File: src/rtl/sts_pin_pkg.sv
package sts_pin_pkg;

    typedef enum logic {
        MODE_LEVEL = 1'b0,
        MODE_PULSE = 1'b1
    } sts_mode_e;

    typedef struct packed {
        logic      valid;
        sts_mode_e mode;
    } cfg_req_t;

    function automatic int cnt_bits(input int cycles);
        return (cycles < 1) ? 1 : $clog2(cycles + 1);
    endfunction

endpackage

File: src/rtl/sts_busy_qual.sv
module sts_busy_qual (
    input  logic clk,
    input  logic rst,
    input  logic busy_i,
    output logic busy_eff_o,
    output logic busy_q_o
);
    logic armed_q;

    assign busy_eff_o = busy_i & armed_q;

    always_ff @(posedge clk) begin
        if (rst) begin
            armed_q  <= 1'b0;
            busy_q_o <= 1'b0;
        end else begin
            if (!busy_i) armed_q <= 1'b1;
            busy_q_o <= busy_eff_o;
        end
    end


    stale_busy_masked_chk: assert property (@(posedge clk) disable iff (rst)
        !armed_q |=> !busy_q_o);

endmodule

File: src/rtl/sts_mode_ctl.sv
module sts_mode_ctl
    import sts_pin_pkg::*;
(
    input  logic      clk,
    input  logic      rst,
    input  logic      busy_eff_i,
    input  logic      cfg_stb_i,
    input  sts_mode_e cfg_mode_i,
    output sts_mode_e mode_o
);
    cfg_req_t pend_q;

    always_ff @(posedge clk) begin
        if (rst) begin
            mode_o <= MODE_LEVEL;
            pend_q <= '0;
        end else if (!busy_eff_i) begin
            if (cfg_stb_i)         mode_o <= cfg_mode_i;
            else if (pend_q.valid) mode_o <= pend_q.mode;
            pend_q <= '0;
        end else if (cfg_stb_i) begin
            pend_q <= '{valid: 1'b1, mode: cfg_mode_i};
        end
    end


    mode_hold_busy_chk: assert property (@(posedge clk) disable iff (rst)
        busy_eff_i |=> $stable(mode_o));


    mode_apply_idle_chk: assert property (@(posedge clk) disable iff (rst)
        (!busy_eff_i && cfg_stb_i) |=> (mode_o == $past(cfg_mode_i)));

endmodule

File: src/rtl/sts_pulse_gen.sv
module sts_pulse_gen
    import sts_pin_pkg::*;
#(
    parameter int PULSE_CYCLES = 4
) (
    input  logic clk,
    input  logic rst,
    input  logic en_i,
    input  logic done_i,
    output logic active_o
);
    localparam int CW = cnt_bits(PULSE_CYCLES);
    localparam logic [CW-1:0] LOAD = CW'(PULSE_CYCLES);

    logic [CW-1:0] cnt_q;

    always_ff @(posedge clk) begin
        if (rst || !en_i)         cnt_q <= '0;
        else if (done_i)          cnt_q <= LOAD;
        else if (cnt_q != '0)     cnt_q <= cnt_q - CW'(1);
    end

    assign active_o = (cnt_q != '0);


    pulse_countdown_chk: assert property (@(posedge clk) disable iff (rst)
        (en_i && !done_i && cnt_q != '0) |=> (cnt_q == $past(cnt_q) - CW'(1)));


    pulse_restart_chk: assert property (@(posedge clk) disable iff (rst)
        (en_i && done_i) |=> (cnt_q == LOAD));


    pulse_idle_level_chk: assert property (@(posedge clk) disable iff (rst)
        !en_i |=> !active_o);

endmodule

File: src/rtl/sts_pin_gen.sv
module sts_pin_gen
    import sts_pin_pkg::*;
#(
    parameter int PULSE_CYCLES = 4
) (
    input  logic clk,
    input  logic rst,
    input  logic busy_i,
    input  logic done_i,
    input  logic cfg_stb_i,
    input  logic cfg_mode_i,
    output logic sts_pull_low_o
);
    logic      busy_eff;
    logic      busy_q;
    logic      pulse_act;
    sts_mode_e mode_q;

    sts_busy_qual u_qual (
        .clk        (clk),
        .rst        (rst),
        .busy_i     (busy_i),
        .busy_eff_o (busy_eff),
        .busy_q_o   (busy_q)
    );

    sts_mode_ctl u_mode (
        .clk        (clk),
        .rst        (rst),
        .busy_eff_i (busy_eff),
        .cfg_stb_i  (cfg_stb_i),
        .cfg_mode_i (sts_mode_e'(cfg_mode_i)),
        .mode_o     (mode_q)
    );

    sts_pulse_gen #(.PULSE_CYCLES(PULSE_CYCLES)) u_pulse (
        .clk      (clk),
        .rst      (rst),
        .en_i     (mode_q == MODE_PULSE),
        .done_i   (done_i),
        .active_o (pulse_act)
    );

    always_comb begin
        unique case (mode_q)
            MODE_PULSE: sts_pull_low_o = pulse_act;
            default:    sts_pull_low_o = busy_q;
        endcase
    end


    no_pull_after_reset_chk: assert property (@(posedge clk) disable iff (rst)
        $past(rst) |-> !sts_pull_low_o);

endmodule

File: config.mk
export PLATFORM = sky130hd
export DESIGN_NAME = sts_pin_gen
export DESIGN_NICKNAME = d
export VERILOG_FILES = /design/src/rtl/sts_pin_pkg.sv /design/src/rtl/sts_busy_qual.sv /design/src/rtl/sts_mode_ctl.sv /design/src/rtl/sts_pulse_gen.sv /design/src/rtl/sts_pin_gen.sv
export SDC_FILE = /design/constraint.sdc
export NUM_CORES = 1
export LEC_CHECK = 0
export ABC_AREA = 0
export BUFFER_PORTS_ARGS = -buffer_cell sky130_fd_sc_hd__buf_2
export CORE_AREA = 2 2 39 41
export DETAILED_ROUTE_END_ITERATION = 8
export DIE_AREA = 0 0 41 43
export GPL_TIMING_DRIVEN = 1
export HOLD_SLACK_MARGIN = 0.1
export PLACE_DENSITY = 0.5
export SYNTH_ARGS = -nofsm -noshare
export SYNTH_HDL_FRONTEND = slang
export SYNTH_SLANG_ARGS = --single-unit
export TNS_END_PERCENT = 50
File: constraint.sdc
create_clock -name clk -period 1.74 [get_ports clk]
set_input_delay 0.261 -clock clk [delete_from_list [all_inputs] [get_ports clk]]
set_output_delay 0.261 -clock clk [all_outputs]
set_load 0.01 [all_outputs]
After elaboration in Yosys (flattened, before gate mapping)
Cells that the tools add are included.

word-level totals
  register bits = 8
  input port bits = 6
  output and inout bits = 1

cells by class
  add/sub/neg operators = 1
  multiplexer cells = 5
  bitwise gates (word level) = 2
  reduce and logical (&&, ||, !) cells = 8

operators with widths
  cell                                              number
  two-way mux 3 bit                                 2
  nonzero test 2 bit                                2
  OR reduction 2 bit                                2
  two-way mux 1 bit                                 3
  nonzero test 3 bit                                1
  subtractor 3 x 1 -> 3 bit, second input constant  1
  AND reduction 2 bit                               1
  AND 1 bit                                         1
  logical NOT 1 bit                                 1
  logical OR 1 bit                                  1
  NOT 1 bit                                         1

Depth between registers and ports, before layout
Gate-level depths: netlist (run 1).

  word-level depth = 3
  gate-level depth with buffers = 7
  mapped depth without buffers = 7

By module
Synthesis (run 1) repeated with hierarchy kept, for this count alone.

unflattened totals
  cell total of the unflattened synthesis = 39
  area total of the unflattened synthesis = 394.1 µm²

modules (own cells, without submodules)
  module         instances  cells an instance  area each (µm²)  sequential area each (µm²)
  sts_pulse_gen  1          20                 181.4            60.1
  sts_mode_ctl   1          12                 126.4            60.1
  sts_busy_qual  1          6                  71.3             40.0
  sts_pin_gen    1          1                  15.0             0.0

Least setup slack after synthesis (run 1)
No wires, ideal clock.

  path kind = reg2out
  from = register u_pulse.cnt_q[0]
  to = output sts_pull_low_o
  arrival = 1,041 ps
  data required time = 1,479 ps
  path slack = 438 ps
  stages on the path, launching flop included = 5
  path through = dfxtp_1 inv_1 ha_1 ha_1 mux2i_1

between the ends
  word-level cells in the longest chain between the ends = 2

ends and longest elaborated chain
  what                      line                 source
  start: declaration        sts_pulse_gen.sv:15  logic [CW-1:0] cnt_q;
  start signal: assignment  sts_pulse_gen.sv:20  else if (cnt_q != '0) cnt_q <= cnt_q - CW'(1);
  nonzero test 3 bit        sts_pulse_gen.sv:23  assign active_o = (cnt_q != '0);
  two-way mux 1 bit         sts_pin_gen.sv:45    unique case (mode_q)
  end: declaration          sts_pin_gen.sv:12    output logic sts_pull_low_o

Every way passes these cells.

Worst setup path in the final report (run 1)
Same ends and word-level chain as after synthesis.

==> results of run 1 <==
-- cell usage after synthesis --
cell / n
inv_1: 6
and2_1: 1
nor2b_1: 1
nor3b_1: 1
nand2_1: 1
o21a_1: 1
xor2_1: 1
mux2_2: 1
a211oi_1: 1
dfxtp_1: 8
ha_1: 3
or3b_1: 1
nor2_1: 5
mux2i_1: 2
a2bb2oi_1: 1
a21oi_1: 2
-- critical path, stage by stage, from the launching register on --
cell and delay [ps]:
dfxtp_1 330, inv_1 50, ha_1 200, ha_1 260
mux2i_1 140, buf_2 140
-- layer usage --
layer / wire, um / vias up / global-route usage, %
met4: 0 / 0 / 8.00
met1: 252 / 104 / 11.1
met2: 215 / 6 / 10.6
met3: 38 / 0 / 3.66
li1: - / 138 / -
met5: 0 / - / 0
-- registers in the layout (all words and copies together) (netlist names) --
| name | count |
|---|---|
| u_mode.mode_o | 1 |
| u_mode.pend_q | 2 |
| u_qual.busy_q_o | 1 |
| u_pulse.cnt_q | 3 |
| u_qual.armed_q | 1 |
-- power breakdown --
group	switching [mW]	internal [mW]
Sequential	0.00309	0.188
Combinational	0.0111	0.0130
Clock	0.0584	0.0786
Total	0.0726	0.280
-- final cells by class --
cell class / instances / area [um^2] / share of cell area, %
multi-input cells: 22 / 163 / 38.9
inverters: 6 / 22.5 / 5.39
clock buffers: 3 / 22.5 / 5.39
well taps: 16 / 20.0 / 4.79
repair buffers: 6 / 30.0 / 7.19
flip-flops and latches: 8 / 160 / 38.3
-- cells by family (layout without fill, tap and decap cells) --
group / count (synthesis) / in the layout / synth area share (%)
xor gates and xnor gates: 1 / 1 / 2.54
buffers and inverters: 6 / 15 / 6.52
DFF: 8 / 8 / 46.4
AOI/OAI and AO/OA: 5 / 5 / 9.78
adders and majority gates: 3 / 3 / 10.9
and+or+nand+nor: 10 / 10 / 14.9
muxes: 3 / 3 / 9.06
-- final timing paths --
| kind | startpoint | endpoint | slack (ps) | cells past startpoint |
|---|---|---|---|---|
| worst max-delay path | u_pulse.cnt_q[0] | sts_pull_low_o | 110 | 5 |
| worst min-delay path | busy_i | u_qual.armed_q | 210 | 2 |
| worst max register to register | u_pulse.cnt_q[0] | u_pulse.cnt_q[2] | 460 | 6 |
| worst min register to register | u_mode.pend_q[1] | u_mode.pend_q[1] | 460 | 1 |
==> metrics.csv, run 1 <==
stage;metric;value;unit
run;max-cap violations;0;
synthesis;#FFs+latches synth;8;
clocking;cts hold-fix bufs;0;
floorplanning;DIE WIDTH;41;um
floorplanning;Rows;14;
worst_setup_path;Arr. time, crit path;1360;ps
synthesis;Synth top area share;46.4;%
route;Detailed Route Iter0 Violations;1;
route;WL/cell;8.31;um
grt;total track usage;8.78;%
finish;Final Non-Filler Cells;61;
sta;Tmin final;1630;ps
worst_setup_path;critical path required time;1480;ps
sta;Final Skew;4.69;ps
clocking;CTS tree;built;
floorplanning;num ports;7;
finish;Antenna Cells;0;
sta;RSZ-0062 raised after global routing;false;
place;post-placement cell count;58;
power;Lkg Pwr;0.183;nW
grt;first-pass GRT wire length;1000;um
place;placed inst area;395;um^2
power;worst vdd rail ir drop;0.407;mV
route;Vias;248;
sta;slew at the pin closest to its max-slew limit;220;ps
floorplanning;core area;0.00138;mm^2
route;Post-DRT Antenna Nets;0;
clocking;post_cts resized;0;
synthesis;Synth Cell Area;345;um^2
place;pre-CTS setup slack;363;ps
synthesis;Synth area leader;dfxtp_1;
sta;post-route setup slack;114;ps
place;Placer Congestion;0.667;
sta;Slew Limit Fails;0;
worst_setup_path;Max FO, Critical Path;6;
worst_setup_path;CP endpoint kind;primary output;
clocking;Root Driver;clkbuf_4;
sta;Slew headroom;85.3;%
place;HPWL after detailed placement;399;um
sta;Final TNS setup;0;ps
route;DR pass1 iterations;2;
clocking;CTS sink count;8;
finish;final core occ;30.2;%
status;outcome;finished clean;
grt;GR Overflow Total;0;
place;number of port buffers;6;
floorplanning;die area;0.00176;mm^2
sta;Final period util;93.4;%
finish;Area Overhead vs Synth;21.0;%
route;vias per inst;4.07;
finish;fill count;154;
finish;most common cell after layout, fill and taps aside;dfxtp_1;
clocking;Post-CTS Setup Bufs;0;
finish;layout cells sized above 1;22.2;%
synthesis;yosys warns;0;
clocking;total CTS buffers;3;
power;Pwr Density;844;mW/mm^2
sta;count of final hold-check violations;0;
route;drt drc;0;
grt;largest net degree at the start of global routing;7;
clocking;clock buffer depth;2;
synthesis;syn_nets;45;
finish;final instance area;418;um^2
worst_setup_path;Setup Crit Path Kind;reg -> out;
floorplanning;Die Ht;43;um
worst_setup_path;Setup crit start kind;flip-flop;
finish;most frequent cells in the layout;dfxtp_1 (8), inv_1 (6), buf_2 (6), nor2_1 (5);
clocking;H-tree depth;1;
synthesis;ranking of synthesized cells by area;dfxtp_1 (46%), ha_1 (11%), inv_1 (6.5%);
finish;fin nets;56;
grt;initial antenna violation count;0;
synthesis;post-synthesis sequential area ratio;46.4;%
sta;final setup fails;0;
power;Power, Total;0.353;mW
sta;Fmax achieved;615;MHz
worst_hold_path;Hold Crit Class;in -> reg;
route;Total Wirelength;507;um
grt;number of global-route vias before repair;256;
synthesis;post-synthesis cell type count;16;
synthesis;Cells after Synth;36;
floorplanning;Initial Util;25.0;%
clocking;clock latency on the worst-skew pair;250;ps
sta;WHS;214;ps
synthesis;syn_area_per_cell;9.59;um^2
clocking;Clk pin slew, worst setup/hold paths;50;ps
Note: power is estimated with default switching activity, not from simulation.
==> inputs of run 2 (changes only) <==
--- a/config.mk
+++ b/config.mk
@@ -12,7 +12,7 @@
 export DIE_AREA = 0 0 41 43
 export GPL_TIMING_DRIVEN = 1
 export HOLD_SLACK_MARGIN = 0.1
-export PLACE_DENSITY = 0.5
+export PLACE_DENSITY = 0.42
 export SYNTH_ARGS = -nofsm -noshare
 export SYNTH_HDL_FRONTEND = slang
 export SYNTH_SLANG_ARGS = --single-unit
==> metrics.csv, run 2 (synthesis gave the netlist of run 1 again) <==
stage;metric;value;unit
worst_setup_path;CP Launch Point;u_pulse.cnt_q[0];
finish;final instance area;420;um^2
sta;post-route setup slack;162;ps
route;DR pass1 iterations;3;
worst_setup_path;CP endpoint kind;primary output;
sta;Tmin final;1580;ps
finish;most frequent cells in the layout;dfxtp_1 (8), inv_1 (6), buf_2 (6), nor2_1 (5), clkbuf_4 (3);
sta;count of final hold-check violations;0;
clocking;clock buffer depth;2;
worst_setup_path;cells on worst reg2reg path;7;
clocking;H-tree depth;1;
route;Total Wirelength;552;um
sta;final setup fails;0;
sta;Final Skew;6.54;ps
grt;initial antenna violation count;0;
clocking;Clk pin slew, worst setup/hold paths;50;ps
finish;fill count;162;
worst_setup_path;R2R Setup Slk;530;ps
sta;Final TNS setup;0;ps
sta;slew at the pin closest to its max-slew limit;199;ps
finish;largest registers;u_pulse.cnt_q (3), u_mode.pend_q (2);
route;Vias;263;
sta;Fmax achieved;634;MHz
grt;largest net degree at the start of global routing;7;
power;Power, Total;0.355;mW
power;Lkg Pwr;0.182;nW
route;WL/cell;9.05;um
run;max-cap violations;0;
clocking;cts hold-fix bufs;0;
finish;Area Overhead vs Synth;21.7;%
clocking;Post-CTS Setup Bufs;0;
finish;Top reg by flops;u_pulse.cnt_q;
route;Detailed Route Iter0 Violations;4;
place;Placer Congestion;0.603;
place;pre-CTS setup slack;342;ps
finish;layout cells sized above 1;24.4;%
clocking;CTS sink count;8;
place;placed inst area;395;um^2
worst_setup_path;worst r2r src;u_pulse.cnt_q[0];
sta;Slew Limit Fails;0;
worst_setup_path;Max FO, Critical Path;6;
grt;total track usage;8.99;%
worst_setup_path;Setup crit start kind;flip-flop;
finish;most common cell after layout, fill and taps aside;dfxtp_1;
clocking;post_cts resized;0;
floorplanning;Initial Util;25.0;%
sta;Slew headroom;86.7;%
grt;first-pass GRT wire length;1010;um
floorplanning;core area;0.00138;mm^2
place;number of port buffers;6;
clocking;Root Driver;clkbuf_4;
finish;fin nets;56;
floorplanning;DIE WIDTH;41;um
worst_setup_path;end of the critical path;sts_pull_low_o;
finish;max reg flops;3;
finish;Antenna Cells;0;
place;HPWL after detailed placement;443;um
place;post-placement cell count;58;
clocking;CTS tree;built;
status;outcome;finished clean;
grt;GR Overflow Total;0;
finish;Final Non-Filler Cells;61;
sta;Final period util;90.7;%
route;Post-DRT Antenna Nets;0;
power;Pwr Density;844;mW/mm^2
floorplanning;Die Ht;43;um
worst_setup_path;Arr. time, crit path;1320;ps
grt;number of global-route vias before repair;262;
worst_setup_path;critical path required time;1480;ps
floorplanning;num ports;7;
worst_setup_path;R2R Path End;u_pulse.cnt_q[2];
clocking;total CTS buffers;3;
worst_setup_path;Setup Crit Path Kind;reg -> out;
floorplanning;Rows;14;
worst_hold_path;Hold Crit Class;in -> reg;
sta;RSZ-0062 raised after global routing;false;
route;drt drc;0;
power;worst vdd rail ir drop;0.243;mV
floorplanning;die area;0.00176;mm^2
clocking;clock latency on the worst-skew pair;250;ps
route;vias per inst;4.31;
[run 2: critical path, cell delays in order, from the launching register on]
cell and delay, ps:
dfxtp_1 340, inv_1 50, ha_1 200, ha_2 210
mux2i_1 130, buf_2 140
[run 2: area by class of cell]
| type | count | area, um^2 | area share, % |
|---|---|---|---|
| repair buffers | 6 | 30.0 | 7.14 |
| multi-input cells | 22 | 165 | 39.3 |
| inverters | 6 | 22.5 | 5.36 |
| well taps | 16 | 20.0 | 4.76 |
| clock buffers | 3 | 22.5 | 5.36 |
| flip-flops and latches | 8 | 160 | 38.1 |
[run 2: metal layers]
layer,share of wire [%],GRT usage [%]
met5,0,0
met4,0,10.0
met3,4.5,1.57
met2,53,13.1
met1,42,9.51
[run 2: how the worst min path moves through the flow]
stage                     startpoint                to  slack, ps  cells past startpoint
floorplan                        rst    u_qual.armed_q        330                      1
global placement    u_mode.pend_q[1]  u_mode.pend_q[1]        440                      1
detailed placement    u_qual.armed_q    u_qual.armed_q        460                      2
CTS                           busy_i    u_qual.armed_q        210                      2
global route                     rst     u_mode.mode_o        240                      2
finish                        busy_i    u_qual.armed_q        220                      2
[run 2: metrics by stage]
stage          hold slack (ps)  util (%)
6_report                   222      30.4
5_1_grt                    239      30.4
4_1_cts                    213      30.2
3_5_place_dp               459      28.6
3_3_place_gp               442      28.6
2_1_floorplan              330         -
[run 2: power breakdown]
| part | internal [mW] | total [mW] | switching [mW] |
|---|---|---|---|
| clock | 0.0788 | 0.139 | 0.0604 |
| combinational | 0.0131 | 0.0242 | 0.0111 |
| sequential | 0.188 | 0.191 | 0.00316 |
| total | 0.280 | 0.355 | 0.0746 |
